`src/rtl/tmr_pkg.sv`:
```
package tmr_pkg;
   // word offsets of the register port
   localparam int unsigned OFS_CFG  = 0;
   localparam int unsigned OFS_LOAD = 1;
   localparam int unsigned OFS_CUR  = 2;
   // compressed divide code and the widest shift it selects
   localparam int unsigned CODE_W   = 3;
   localparam int unsigned MAX_SHIFT = 7;
   localparam int unsigned PRE_W    = MAX_SHIFT;

   typedef logic [CODE_W-1:0] div_code_t;

   // shift amount is code + 1, wrapping in three bits
   function automatic logic [CODE_W-1:0] code_to_shift(input div_code_t c);
      return c + CODE_W'(1);
   endfunction
endpackage

```
`src/rtl/tmr_regs.sv`:
```
module tmr_regs #(
   parameter int DATA_W   = 32,
   parameter int ADDR_W   = 4,
   parameter int CNT_W    = 32,
   parameter bit READ_REG = 1'b0
) (
   input  logic                     clk,
   input  logic                     rst_n,
   input  logic                     wr_en,
   input  logic                     rd_en,
   input  logic [ADDR_W-1:0]        addr,
   input  logic [DATA_W-1:0]        wdata,
   input  logic [CNT_W-1:0]         count,
   output tmr_pkg::div_code_t       code,
   output logic                     load,
   output logic [CNT_W-1:0]         load_val,
   output logic [DATA_W-1:0]        rdata
);
   import tmr_pkg::*;

   localparam logic [ADDR_W-1:0] A_CFG  = ADDR_W'(OFS_CFG);
   localparam logic [ADDR_W-1:0] A_LOAD = ADDR_W'(OFS_LOAD);
   localparam logic [ADDR_W-1:0] A_CUR  = ADDR_W'(OFS_CUR);

   div_code_t          code_q;
   logic [DATA_W-1:0]  rd_mux;

   always_ff @(posedge clk) begin
      if (!rst_n) begin
         code_q <= '0;
      end else if (wr_en && addr == A_CFG) begin
         code_q <= {wdata[3], wdata[1:0]};
      end
   end

   assign code     = code_q;
   assign load     = wr_en && (addr == A_LOAD);
   assign load_val = wdata[CNT_W-1:0];

   always_comb begin
      rd_mux = '0;
      if (rd_en) begin
         if (addr == A_CFG) begin
            rd_mux = DATA_W'({code_q[2], 1'b0, code_q[1:0]});
         end else if (addr == A_CUR) begin
            rd_mux = DATA_W'(count);
         end
      end
   end

   generate
      if (READ_REG) begin : g_rd_flop
         logic [DATA_W-1:0] rd_q;
         always_ff @(posedge clk) begin
            if (!rst_n) rd_q <= '0;
            else        rd_q <= rd_mux;
         end
         assign rdata = rd_q;
      end else begin : g_rd_comb
         assign rdata = rd_mux;
      end
   endgenerate
endmodule

```
`src/rtl/tmr_prescaler.sv`:
```
module tmr_prescaler (
   input  logic               clk,
   input  logic               rst_n,
   input  logic               restart,
   input  logic               running,
   input  tmr_pkg::div_code_t code,
   output logic               tick
);
   import tmr_pkg::*;

   logic [PRE_W-1:0] pcnt_q;
   logic [PRE_W:0]   ratio;
   logic [PRE_W-1:0] last;

   assign ratio = (PRE_W+1)'(1) << code_to_shift(code);
   assign last  = PRE_W'(ratio - (PRE_W+1)'(1));
   // compare with >= so a smaller ratio chosen mid-period ends it at once
   assign tick  = running && !restart && (pcnt_q >= last);

   always_ff @(posedge clk) begin
      if (!rst_n || restart || !running || tick) begin
         pcnt_q <= '0;
      end else begin
         pcnt_q <= pcnt_q + PRE_W'(1);
      end
   end
endmodule

```
`src/rtl/tmr_counter.sv`:
```
module tmr_counter #(
   parameter int CNT_W = 32
) (
   input  logic             clk,
   input  logic             rst_n,
   input  logic             load,
   input  logic [CNT_W-1:0] load_val,
   input  logic             tick,
   output logic [CNT_W-1:0] count,
   output logic             running,
   output logic             expire
);
   logic [CNT_W-1:0] cnt_q;
   logic             exp_q;

   always_ff @(posedge clk) begin
      if (!rst_n) begin
         cnt_q <= '0;
         exp_q <= 1'b0;
      end else if (load) begin
         cnt_q <= load_val;
         exp_q <= 1'b0;
      end else if (tick && cnt_q != '0) begin
         cnt_q <= cnt_q - CNT_W'(1);
         exp_q <= (cnt_q == CNT_W'(1));
      end else begin
         exp_q <= 1'b0;
      end
   end

   assign count   = cnt_q;
   assign running = (cnt_q != '0);
   assign expire  = exp_q;
endmodule

```
`src/rtl/tmr_countdown.sv`:
```
module tmr_countdown #(
   parameter int DATA_W   = 32,
   parameter int ADDR_W   = 4,
   parameter int CNT_W    = 32,
   parameter bit READ_REG = 1'b0
) (
   input  logic              clk,
   input  logic              rst_n,
   input  logic              wr_en,
   input  logic              rd_en,
   input  logic [ADDR_W-1:0] addr,
   input  logic [DATA_W-1:0] wdata,
   output logic [DATA_W-1:0] rdata,
   output logic              expire
);
   generate
      if (DATA_W < 4) begin : g_bad_data
         $error("DATA_W must hold the divide field");
      end
      if (CNT_W > DATA_W || CNT_W < 1) begin : g_bad_cnt
         $error("CNT_W must be between 1 and DATA_W");
      end
      if (ADDR_W < 2) begin : g_bad_addr
         $error("ADDR_W must reach three registers");
      end
   endgenerate

   tmr_pkg::div_code_t code;
   logic             load;
   logic [CNT_W-1:0] load_val;
   logic [CNT_W-1:0] count_q;
   logic             running;
   logic             tick;

   tmr_regs #(
      .DATA_W(DATA_W), .ADDR_W(ADDR_W), .CNT_W(CNT_W), .READ_REG(READ_REG)
   ) u_regs (
      .clk(clk), .rst_n(rst_n), .wr_en(wr_en), .rd_en(rd_en), .addr(addr),
      .wdata(wdata), .count(count_q), .code(code), .load(load),
      .load_val(load_val), .rdata(rdata)
   );

   tmr_prescaler u_pre (
      .clk(clk), .rst_n(rst_n), .restart(load), .running(running),
      .code(code), .tick(tick)
   );

   tmr_counter #(.CNT_W(CNT_W)) u_cnt (
      .clk(clk), .rst_n(rst_n), .load(load), .load_val(load_val),
      .tick(tick), .count(count_q), .running(running), .expire(expire)
   );
endmodule

```
`config.mk`:
```
export PLATFORM = sky130hd
export DESIGN_NAME = tmr_countdown
export DESIGN_NICKNAME = d
export VERILOG_FILES = /design/src/rtl/tmr_pkg.sv /design/src/rtl/tmr_regs.sv /design/src/rtl/tmr_prescaler.sv /design/src/rtl/tmr_counter.sv /design/src/rtl/tmr_countdown.sv
export SDC_FILE = /design/constraint.sdc
export NUM_CORES = 1
export LEC_CHECK = 0
export ABC_AREA = 1
export BUFFER_PORTS_ARGS = -buffer_cell sky130_fd_sc_hd__buf_2
export CORE_MARGIN = 1.5
export CORE_UTILIZATION = 57
export CTS_BUF_LIST = sky130_fd_sc_hd__clkbuf_4
export DETAILED_ROUTE_END_ITERATION = 7
export PLACE_DENSITY_LB_ADDON = 0.25
export SYNTH_ARGS = -nofsm -noshare
export SYNTH_HDL_FRONTEND = slang
export SYNTH_SLANG_ARGS = --single-unit
export TNS_END_PERCENT = 20
```
`constraint.sdc`:
```
create_clock -name clk -period 2.8 [get_ports clk]
set_clock_uncertainty 0.05 [all_clocks]
set_input_delay 0 -clock clk [delete_from_list [all_inputs] [get_ports clk]]
set_output_delay 0 -clock clk [all_outputs]
set_load 0.01 [all_outputs]
```
Word level (Yosys, flattened, before mapping)
Cells that the tools add are included.
{"block": "totals", "regBits": 43, "out_inout_bits": 33, "wordCells": 35}
{"block": "classes", "add_sub_neg": 4, "magnitude_cmp": 1, "eq_ne": 3, "n_shift": 1, "n_mux": 5, "n_bitwise": 2, "n_reduce_logical": 15}
{"cell": "two-way mux 32 bit", "count": 5}
{"cell": "== test 32 x 1 -> 1 bit (second input constant)", "count": 1}
{"cell": "nonzero test 32 bit", "count": 1}
{"cell": "subtractor 32 x 1 -> 32 bit (second input constant)", "count": 1}
{"cell": "adder 7 x 1 -> 7 bit (second input constant)", "count": 1}
{"cell": "greater-or-equal comparator 7 bit", "count": 1}
{"cell": "left shift 1 x 3 -> 7 bit (first input constant)", "count": 1}
{"cell": "subtractor 7 x 1 -> 7 bit (second input constant)", "count": 1}
{"cell": "logical AND 1 bit", "count": 5}
{"cell": "== test 4 x 1 -> 1 bit (second input constant)", "count": 1}
{"cell": "== test 4 x 2 -> 1 bit (second input constant)", "count": 1}
{"cell": "zero test 4 bit", "count": 1}
{"cell": "adder 3 x 1 -> 3 bit (second input constant)", "count": 1}
{"cell": "zero test 1 bit", "count": 3}
{"cell": "logical OR 1 bit", "count": 3}
{"cell": "OR reduction 3 bit", "count": 1}
{"cell": "NOT 1 bit", "count": 2}
{"cell": "nonzero test 2 bit", "count": 1}

Longest topological paths before layout
Gate-level depths: netlist of run 1.
{"block": "depth", "depth_word": 8, "mapped_depth": 17, "mapped_depth_nobuf": 16}

Cells and area by module
A second synthesis of run 1 with hierarchy kept.
{"block": "unflattened", "hier_cells": 663, "area_unflattened_um2": 3852.4}
{"module": "tmr_counter", "n_inst": 1, "cells_per_inst": 444, "area_per_inst_um2": 2524.9, "seq_area_each_um2": 660.6}
{"module": "tmr_regs", "n_inst": 1, "cells_per_inst": 134, "area_per_inst_um2": 724.4, "seq_area_each_um2": 60.1}
{"module": "tmr_prescaler", "n_inst": 1, "cells_per_inst": 85, "area_per_inst_um2": 603.1, "seq_area_each_um2": 140.1}

Least setup slack after synthesis of run 1
No wires, ideal clock.
{"block": "synth_path", "path_type": "register -> register", "from": "reg u_regs.code_q[2], in the netlist u_regs.code[2]", "to": "reg u_cnt.cnt_q[4], in the netlist u_cnt.count[4]", "setup_ns": 0.116, "arrival_ns": 2.194, "t_required_ns": 2.634, "slack_ns": 0.440, "path_stages_with_launch": 18, "path_buffers": 1, "synth_period_minus_slack_ns": 2.360, "path_cell_list": "dfxtp_1 inv_1 nand2_1 ha_1 inv_1 a21oi_1 o22ai_1 ha_1 nand2_1 nor2_1 nand2_1 nand3_1 nand2_4 nand2_4 clkinv_4 buf_8 nor2_1 nor2_1"}
{"block": "synth_via", "elab_chain_cells": 7}
{"element": "from (decl)", "line_no": "tmr_regs.sv:25", "text": "div_code_t code_q;"}
{"element": "from (signal assigned)", "line_no": "tmr_regs.sv:32", "text": "code_q <= {wdata[3], wdata[1:0]};"}
{"element": "adder 3 x 1 -> 3 bit", "line_no": "tmr_pkg.sv:15", "text": "return c + CODE_W'(1);"}
{"element": "left shift 1 x 3 -> 7 bit", "line_no": "tmr_prescaler.sv:15", "text": "assign ratio = (PRE_W+1)'(1) << code_to_shift(code);"}
{"element": "subtractor 7 x 1 -> 7 bit", "line_no": "tmr_prescaler.sv:16", "text": "assign last = PRE_W'(ratio - (PRE_W+1)'(1));"}
{"element": "greater-or-equal comparator 7 bit", "line_no": "tmr_prescaler.sv:18", "text": "assign tick = running && !restart && (pcnt_q >= last);"}
{"element": "logical AND 1 bit", "line_no": "tmr_prescaler.sv:18"}
{"element": "logical AND 1 bit", "line_no": "tmr_counter.sv:23", "text": "end else if (tick && cnt_q != '0) begin"}
{"element": "nonzero test 2 bit (no source line)"}
{"element": "to (signal assigned)", "line_no": "tmr_counter.sv:21", "text": "cnt_q <= load_val;"}
{"element": "to (signal assigned)", "line_no": "tmr_counter.sv:24", "text": "cnt_q <= cnt_q - CNT_W'(1);"}
{"element": "to (decl)", "line_no": "tmr_counter.sv:13", "text": "logic [CNT_W-1:0] cnt_q;"}
No other way between the ends.
A chain may end at the register's enable or synchronous reset.

Final worst setup path of run 1
{"block": "layout_path", "from": "reg u_regs.code_q[2], in the netlist u_regs.code[2]", "to": "reg u_cnt.cnt_q[19], in the netlist u_cnt.count[19]"}
Same word-level chain as after synthesis.

==> results.md, run 1 <==
* Status: finished clean
* Post-synth top area cell: dfxtp_1
* Max clock buf depth at 2
* IO Port Bufs at 72
* Min Clock Period, post-route at 2567 ps
* Post-synthesis sequential area ratio at 24.47%
* Max-slew violations at 0
* Critical Path AT at 2800 ps
* Setup TNS at 0 ps
* Share of layout cells above drive strength 1 at about 14%
* Hold Path Class: in -> reg
* Vias per cell at 5.433
* Area growth syn-to-layout at 22.97%
* Final setup viols at 0
* Clk_lat worst skew at 380 ps
* CP Max Fanout at 25
* Die height at 81.57 µm
* Clock root cell: clkbuf_4
* Maximum VDD drop at 677.2 µV
* CTS HTree Levels at 2
* Syn nets at 681
* Top cells by count, synth: 174 x nand2_1, 146 x nor2_1, 60 x inv_1
* Worst hold margin at between 100 and 150 ps
* Max-cap check violation count at 0
* GPL Wtd Cong at 0.9455
* Multi-input logic area at 0.002306 mm²
* Slew HR at 30.84%
* Global-route wire length before repair at about 18 mm
* CTS tree: built
* Clk pin slew, worst setup/hold paths at 140 ps
* Initial antenna violation count at 0
* Layout Nets at 777
* Drt first pass iters at 5
* Post-CTS setup repair buffer count at 0
* Cell Area, Synth at roughly 0.0035 mm²
* ANT cells at 0
* Worst Tran Pin Value at 1034 ps
* CTS Sinks at between 40 and 50
* Critical Path Sink Type: flop
* Initial drt markers at 347
* Yosys reg bits at 43
* Site row count at 28
* Top Ports at 73
* Starting Density at 59.08%
* Via Count at 4357
* Synth unique cells at 33
* Total GRT Usage at around a third
* Filler cells at 541
* CORE AREA at just under 0.006 mm²
* Die area at 0.006653 mm²
* Pleak at 2.224 nW
* Syn Inst Count at 630
* Pin count of the biggest net entering global routing at 48
* Register area at 862.1 µm²
* HPWL after detailed placement at ~7.3 mm
* Fmax at 0.3896 GHz
* Total Wirelength at 10.81 mm
* Yosys top cell area share at 24.47%
* Final hold viol count at 0
* Worst Setup Start Kind: flop
* Number of global-route vias before repair at 3901
* Ys async rst share at 0%
* Die width at 81.57 µm
* DRC Markers at 0
* Routed Antenna Nets at 0
* Final Util at between 70% and 80%
* DR WL/cell at approximately 13 µm
* Avg Inst Size Synth at 5.585 µm²
* Crit share post-route at 91.67%
* Largest cells by area after synthesis: dfxtp_1 24%, nand2_1 19%, nor2_1 16%, nand3_1 8.3%, inv_1 6.4%
* Aggregate global routing overflow at 0
* Most numerous cell in the Yosys netlist: nand2_1
* Worst EP required at 3040 ps
* Power density cells at 873.3 mW/mm²
* Dominant synthesized flop cell: dfxtp_1
* Post-synth EDFFs at 0
* Crit Path Category: reg -> reg
* Synth Warn # at 0
* CTS Buf Count at 5
[cells by family after synthesis]
family	count (synthesis)	synth area share, %
XOR/XNOR	7	1.743
AO/OA/AOI/OAI	45	6.650
flip-flops	43	24.47
buffers and inverters	88	10.49
adder cells (fa/ha/maj)	11	3.912
AND/OR/NAND/NOR	436	52.74
[flip-flops by register name (all words and copies together), names as in the netlist]
| register | count |
|---|---|
| u_regs.code | 3 |
| u_cnt.count | 32 |
| u_pre.pcnt_q | 7 |
| u_cnt.expire | 1 |
[metrics by stage]
stage          area (µm²)  setup WS, ps  instances  total power [mW]
2_1_floorplan        3518         440.1        630             2.854
3_3_place_gp         3900         189.2        759             3.243
3_5_place_dp         3900         76.87        759             3.314
4_1_cts              4303         62.79        802             3.674
5_1_grt              4327        -7.291        802             4.185
6_report             4327         233.1        802             3.778
[worst paths after layout]
path	start	to	cells past startpoint	slack [ps]
setup / recovery	u_regs.code[2]	u_cnt.count[19]	15	230
hold / removal	rst_n	u_cnt.count[26]	3	130
setup reg to reg	u_regs.code[2]	u_cnt.count[19]	15	230
hold reg to reg	u_pre.pcnt_q[0]	u_pre.pcnt_q[0]	1	460
[power breakdown]
part           internal, mW  switching, mW  total, mW
clock                 0.103          0.230      0.334
sequential            0.781          0.185      0.966
combinational         0.841           1.64       2.48
total                  1.73           2.05       3.78
[layout make-up]
class | instances | area share, %
inverters | 64 | 5.755
multi-input cells | 499 | 53.30
clock inverters | 2 | 0.1735
well taps | 75 | 2.169
flip-flops and latches | 43 | 19.92
clock buffers | 6 | 1.041
repair buffers | 113 | 17.64
[layer usage]
metal  part of all wire (%)  up-vias  track usage [%]
li1                       -     2182                -
met1                     43     1959            43.36
met2                     48      202            60.66
met3                    7.2       14            5.222
met4                    1.4        0            8.966
met5                      0        -                0
[what timing repair did]
item,in CTS,in global routing
hold endpoints to repair,35,0
endpoints found under the setup margin,0,33
hold buffers,35,0
gates resized for setup,0,6
[cell usage in the layout (no fill, tap or decap), types with 2 or more instances in the layout]
| cell type | count |
|---|---|
| a21oi_1 | 13 |
| buf_2 | 72 |
| buf_4 | 5 |
| clkbuf_4 | 6 |
| clkinv_1 | 3 |
| dfxtp_1 | 42 |
| dlygate4sd3_1 | 35 |
| ha_1 | 11 |
| inv_1 | 60 |
| nand2_1 | 174 |
| nand2_4 | 3 |
| nand3_1 | 57 |
| nand3b_1 | 2 |
| nand4_1 | 7 |
| nor2_1 | 146 |
| nor2_2 | 2 |
| nor2_4 | 2 |
| nor3_1 | 36 |
| nor4_1 | 2 |
| o21ai_0 | 27 |
| o31ai_1 | 2 |
| xor2_1 | 6 |
[critical path, stage by stage, from the launching register on]
cell     delay, ps
dfxtp_2        400
inv_1          130
nand2_1        100
ha_1           200
inv_1           80
a21oi_2        130
o22ai_1         90
ha_1           290
a21o_1         180
nor2_1          90
nand3_1        130
nand2_4        140
buf_8          210
nand3_1        100
nand2_1        100
nor2_1          60
Power figures use the tool's default switching activity.
==> run 2, diff against run 1 <==
- CORE_MARGIN: 1.5 -> 2
- CORE_UTILIZATION: 57 -> 62
- REMOVE_ABC_BUFFERS: unset -> 1
- clock period: 2.8 -> 3.1 ns (I/O delays scaled with it)
==> results.md, run 2 (same netlist as run 1, synthesis figures left out) <==
* Leading cell type in the layout, fill and taps excluded: nand2_1 (unchanged)
* Site row count at 27 (was 28)
* Number of global-route vias before repair at 3876 (was 3901)
* Status: finished clean (unchanged)
* Final Instance Area at 0.004298 mm² (was 0.004327 mm²)
* Share of layout cells above drive strength 1 at 13.52% (was 13.76%)
* Worst Tran Pin Value at 1139 ps (was 1034 ps)
* IO Port Bufs at 72 (unchanged)
* Total GRT Usage at 32.86% (was 34.40%)
* Pleak at 2.210 nW (was 2.224 nW)
* Fmax at 0.3586 GHz (was 0.3896 GHz)
* GPL Wtd Cong at 0.9359 (was 0.9455)
* Via Count at 4328 (was 4357)
* Max-cap check violation count at 0 (unchanged)
* RSZ-0062 raised after global routing: false
* CTS HTree Levels at 2 (unchanged)
* Layout Nets at 775 (was 777)
* Final hold viol count at 0 (unchanged)
* Total Wirelength at 10.17 mm (was 10.81 mm)
* Min Clock Period, post-route at 2788 ps (was 2567 ps)
* Maximum VDD drop at 518.1 µV (was 677.2 µV)
* Post-DP Area at 0.003881 mm² (was 0.003900 mm²)
* DRC Markers at 0 (unchanged)
* CTS Sinks at 43 (unchanged)
* Critical Path Sink Type: flop (unchanged)
* Setup TNS at 0 ps (unchanged)
* Starting Density at 63.89% (was 59.08%)
* Initial antenna violation count at 0 (unchanged)
* Vias per cell at 5.430 (was 5.433)
* Max-slew violations at 0 (unchanged)
* Die area at 0.006293 mm² (was 0.006653 mm²)
* Max reg flops at 32 (unchanged)
* Max clock buf depth at 2 (unchanged)
* Crit Path Category: reg -> reg (unchanged)
* Global-route wire length before repair at 16.73 mm (was 17.91 mm)
* Pin count of the biggest net entering global routing at 48 (unchanged)
* Worst Setup Start Kind: flop (unchanged)
* Top Ports at 73 (unchanged)
* Clock root cell: clkbuf_4 (unchanged)
* Drt first pass iters at 5 (unchanged)
* Worst hold margin at 90.99 ps (was 127.8 ps)
* Die width at 79.33 µm (was 81.57 µm)
* Routed Antenna Nets at 0 (unchanged)
* Final Util at 78.05% (was 72.65%)
* Crit share post-route at 89.95% (was 91.67%)
* Initial drt markers at 335 (was 347)
* Die height at 79.33 µm (was 81.57 µm)
* HPWL after detailed placement at 6.854 mm (was 7.322 mm)
* CP Max Fanout at 22 (was 25)
* Hold Path Class: in -> reg (unchanged)
* Clk pin slew, worst setup/hold paths at 140 ps (about the same)
* Slew HR at 24.00% (was 30.84%)
* Clk_lat worst skew at 370 ps (was 380 ps)
* Commonest cells after routing, fill and taps aside: 174 x nand2_1, 146 x nor2_1, 72 x buf_2 (unchanged)
* Aggregate global routing overflow at 0 (unchanged)
* Power density cells at 776.4 mW/mm² (was 873.3 mW/mm²)
* Critical Path AT at 3020 ps (was 2800 ps)
* Final setup viols at 0 (unchanged)
* DR WL/cell at 12.77 µm (was 13.48 µm)
* Area growth syn-to-layout at 22.16% (was 22.97%)
* Post-CTS setup repair buffer count at 0 (unchanged)
* CTS Buf Count at 5 (unchanged)
* CORE AREA at 0.005507 mm² (was 0.005956 mm²)
* CTS tree: built (unchanged)
* ANT cells at 0 (unchanged)
* Worst EP required at 3330 ps (was 3040 ps)
==> run 2: what timing repair did <==
| item | in CTS | in global routing |
|---|---|---|
| endpoints found under the hold margin | 35 | 0 |
| endpoints found under the setup margin | 0 | 3 |
| hold buffers | 35 | 0 |
| gates resized for setup | 0 | 1 |
==> run 2: layout make-up <==
class,instances,area (µm²)
clock buffers,6,45.04
clock inverters,2,12.51
fillers,439,1209
inverters,64,246.5
multi-input cells,499,2302
flip-flops and latches,43,860.8
well taps,72,90.09
repair buffers,111,740.7
==> run 2: stage by stage <==
step	instances	setup WS [ps]	total power, mW
after global placement	754	515.9	2.861
after global routing	797	32.84	3.673
after CTS	797	291.8	3.263
after floorplan	606	428.7	2.457
after detailed placement	754	318.5	2.930
final	797	311.5	3.337
==> run 2: where the power goes <==
| part | switching [mW] | internal (mW) | leakage, nW | total [mW] |
|---|---|---|---|---|
| clock | 0.209 | 0.0967 | 0.0317 | 0.306 |
| combinational | 1.44 | 0.718 | 1.82 | 2.16 |
| sequential | 0.169 | 0.705 | 0.354 | 0.874 |
==> run 2: path summary, 6_finish.rpt <==
path,startpoint,endpoint,slack [ps],cells after the start
worst max-delay path,u_regs.code[2],u_cnt.count[1],310,16
worst min-delay path,rst_n,u_cnt.count[13],90,3
worst max register to register,u_regs.code[2],u_cnt.count[1],310,16
worst min register to register,u_pre.pcnt_q[0],u_pre.pcnt_q[0],450,1
==> run 2: layer usage <==
| layer | GRT usage (%) | share of wire, % |
|---|---|---|
| met5 | 0 | 0 |
| met4 | 10.00 | 1.7 |
| met1 | 41.89 | 43 |
| met3 | 5.568 | 8.1 |
| met2 | 56.61 | 47 |
==> run 2: worst max-delay path, cell delays in order (launching register included) <==
cell and delay (ps):
dfxtp_1 460, inv_1 140, nand2_1 90, ha_1 200
inv_1 70, a21oi_1 170, o22ai_1 100, ha_1 300
nand2_1 80, nor2_1 170, nand2_1 80, nand3_1 140
nand2_4 90, nand2_8 160, clkinv_4 190, nor2_1 140
nor2_1 60
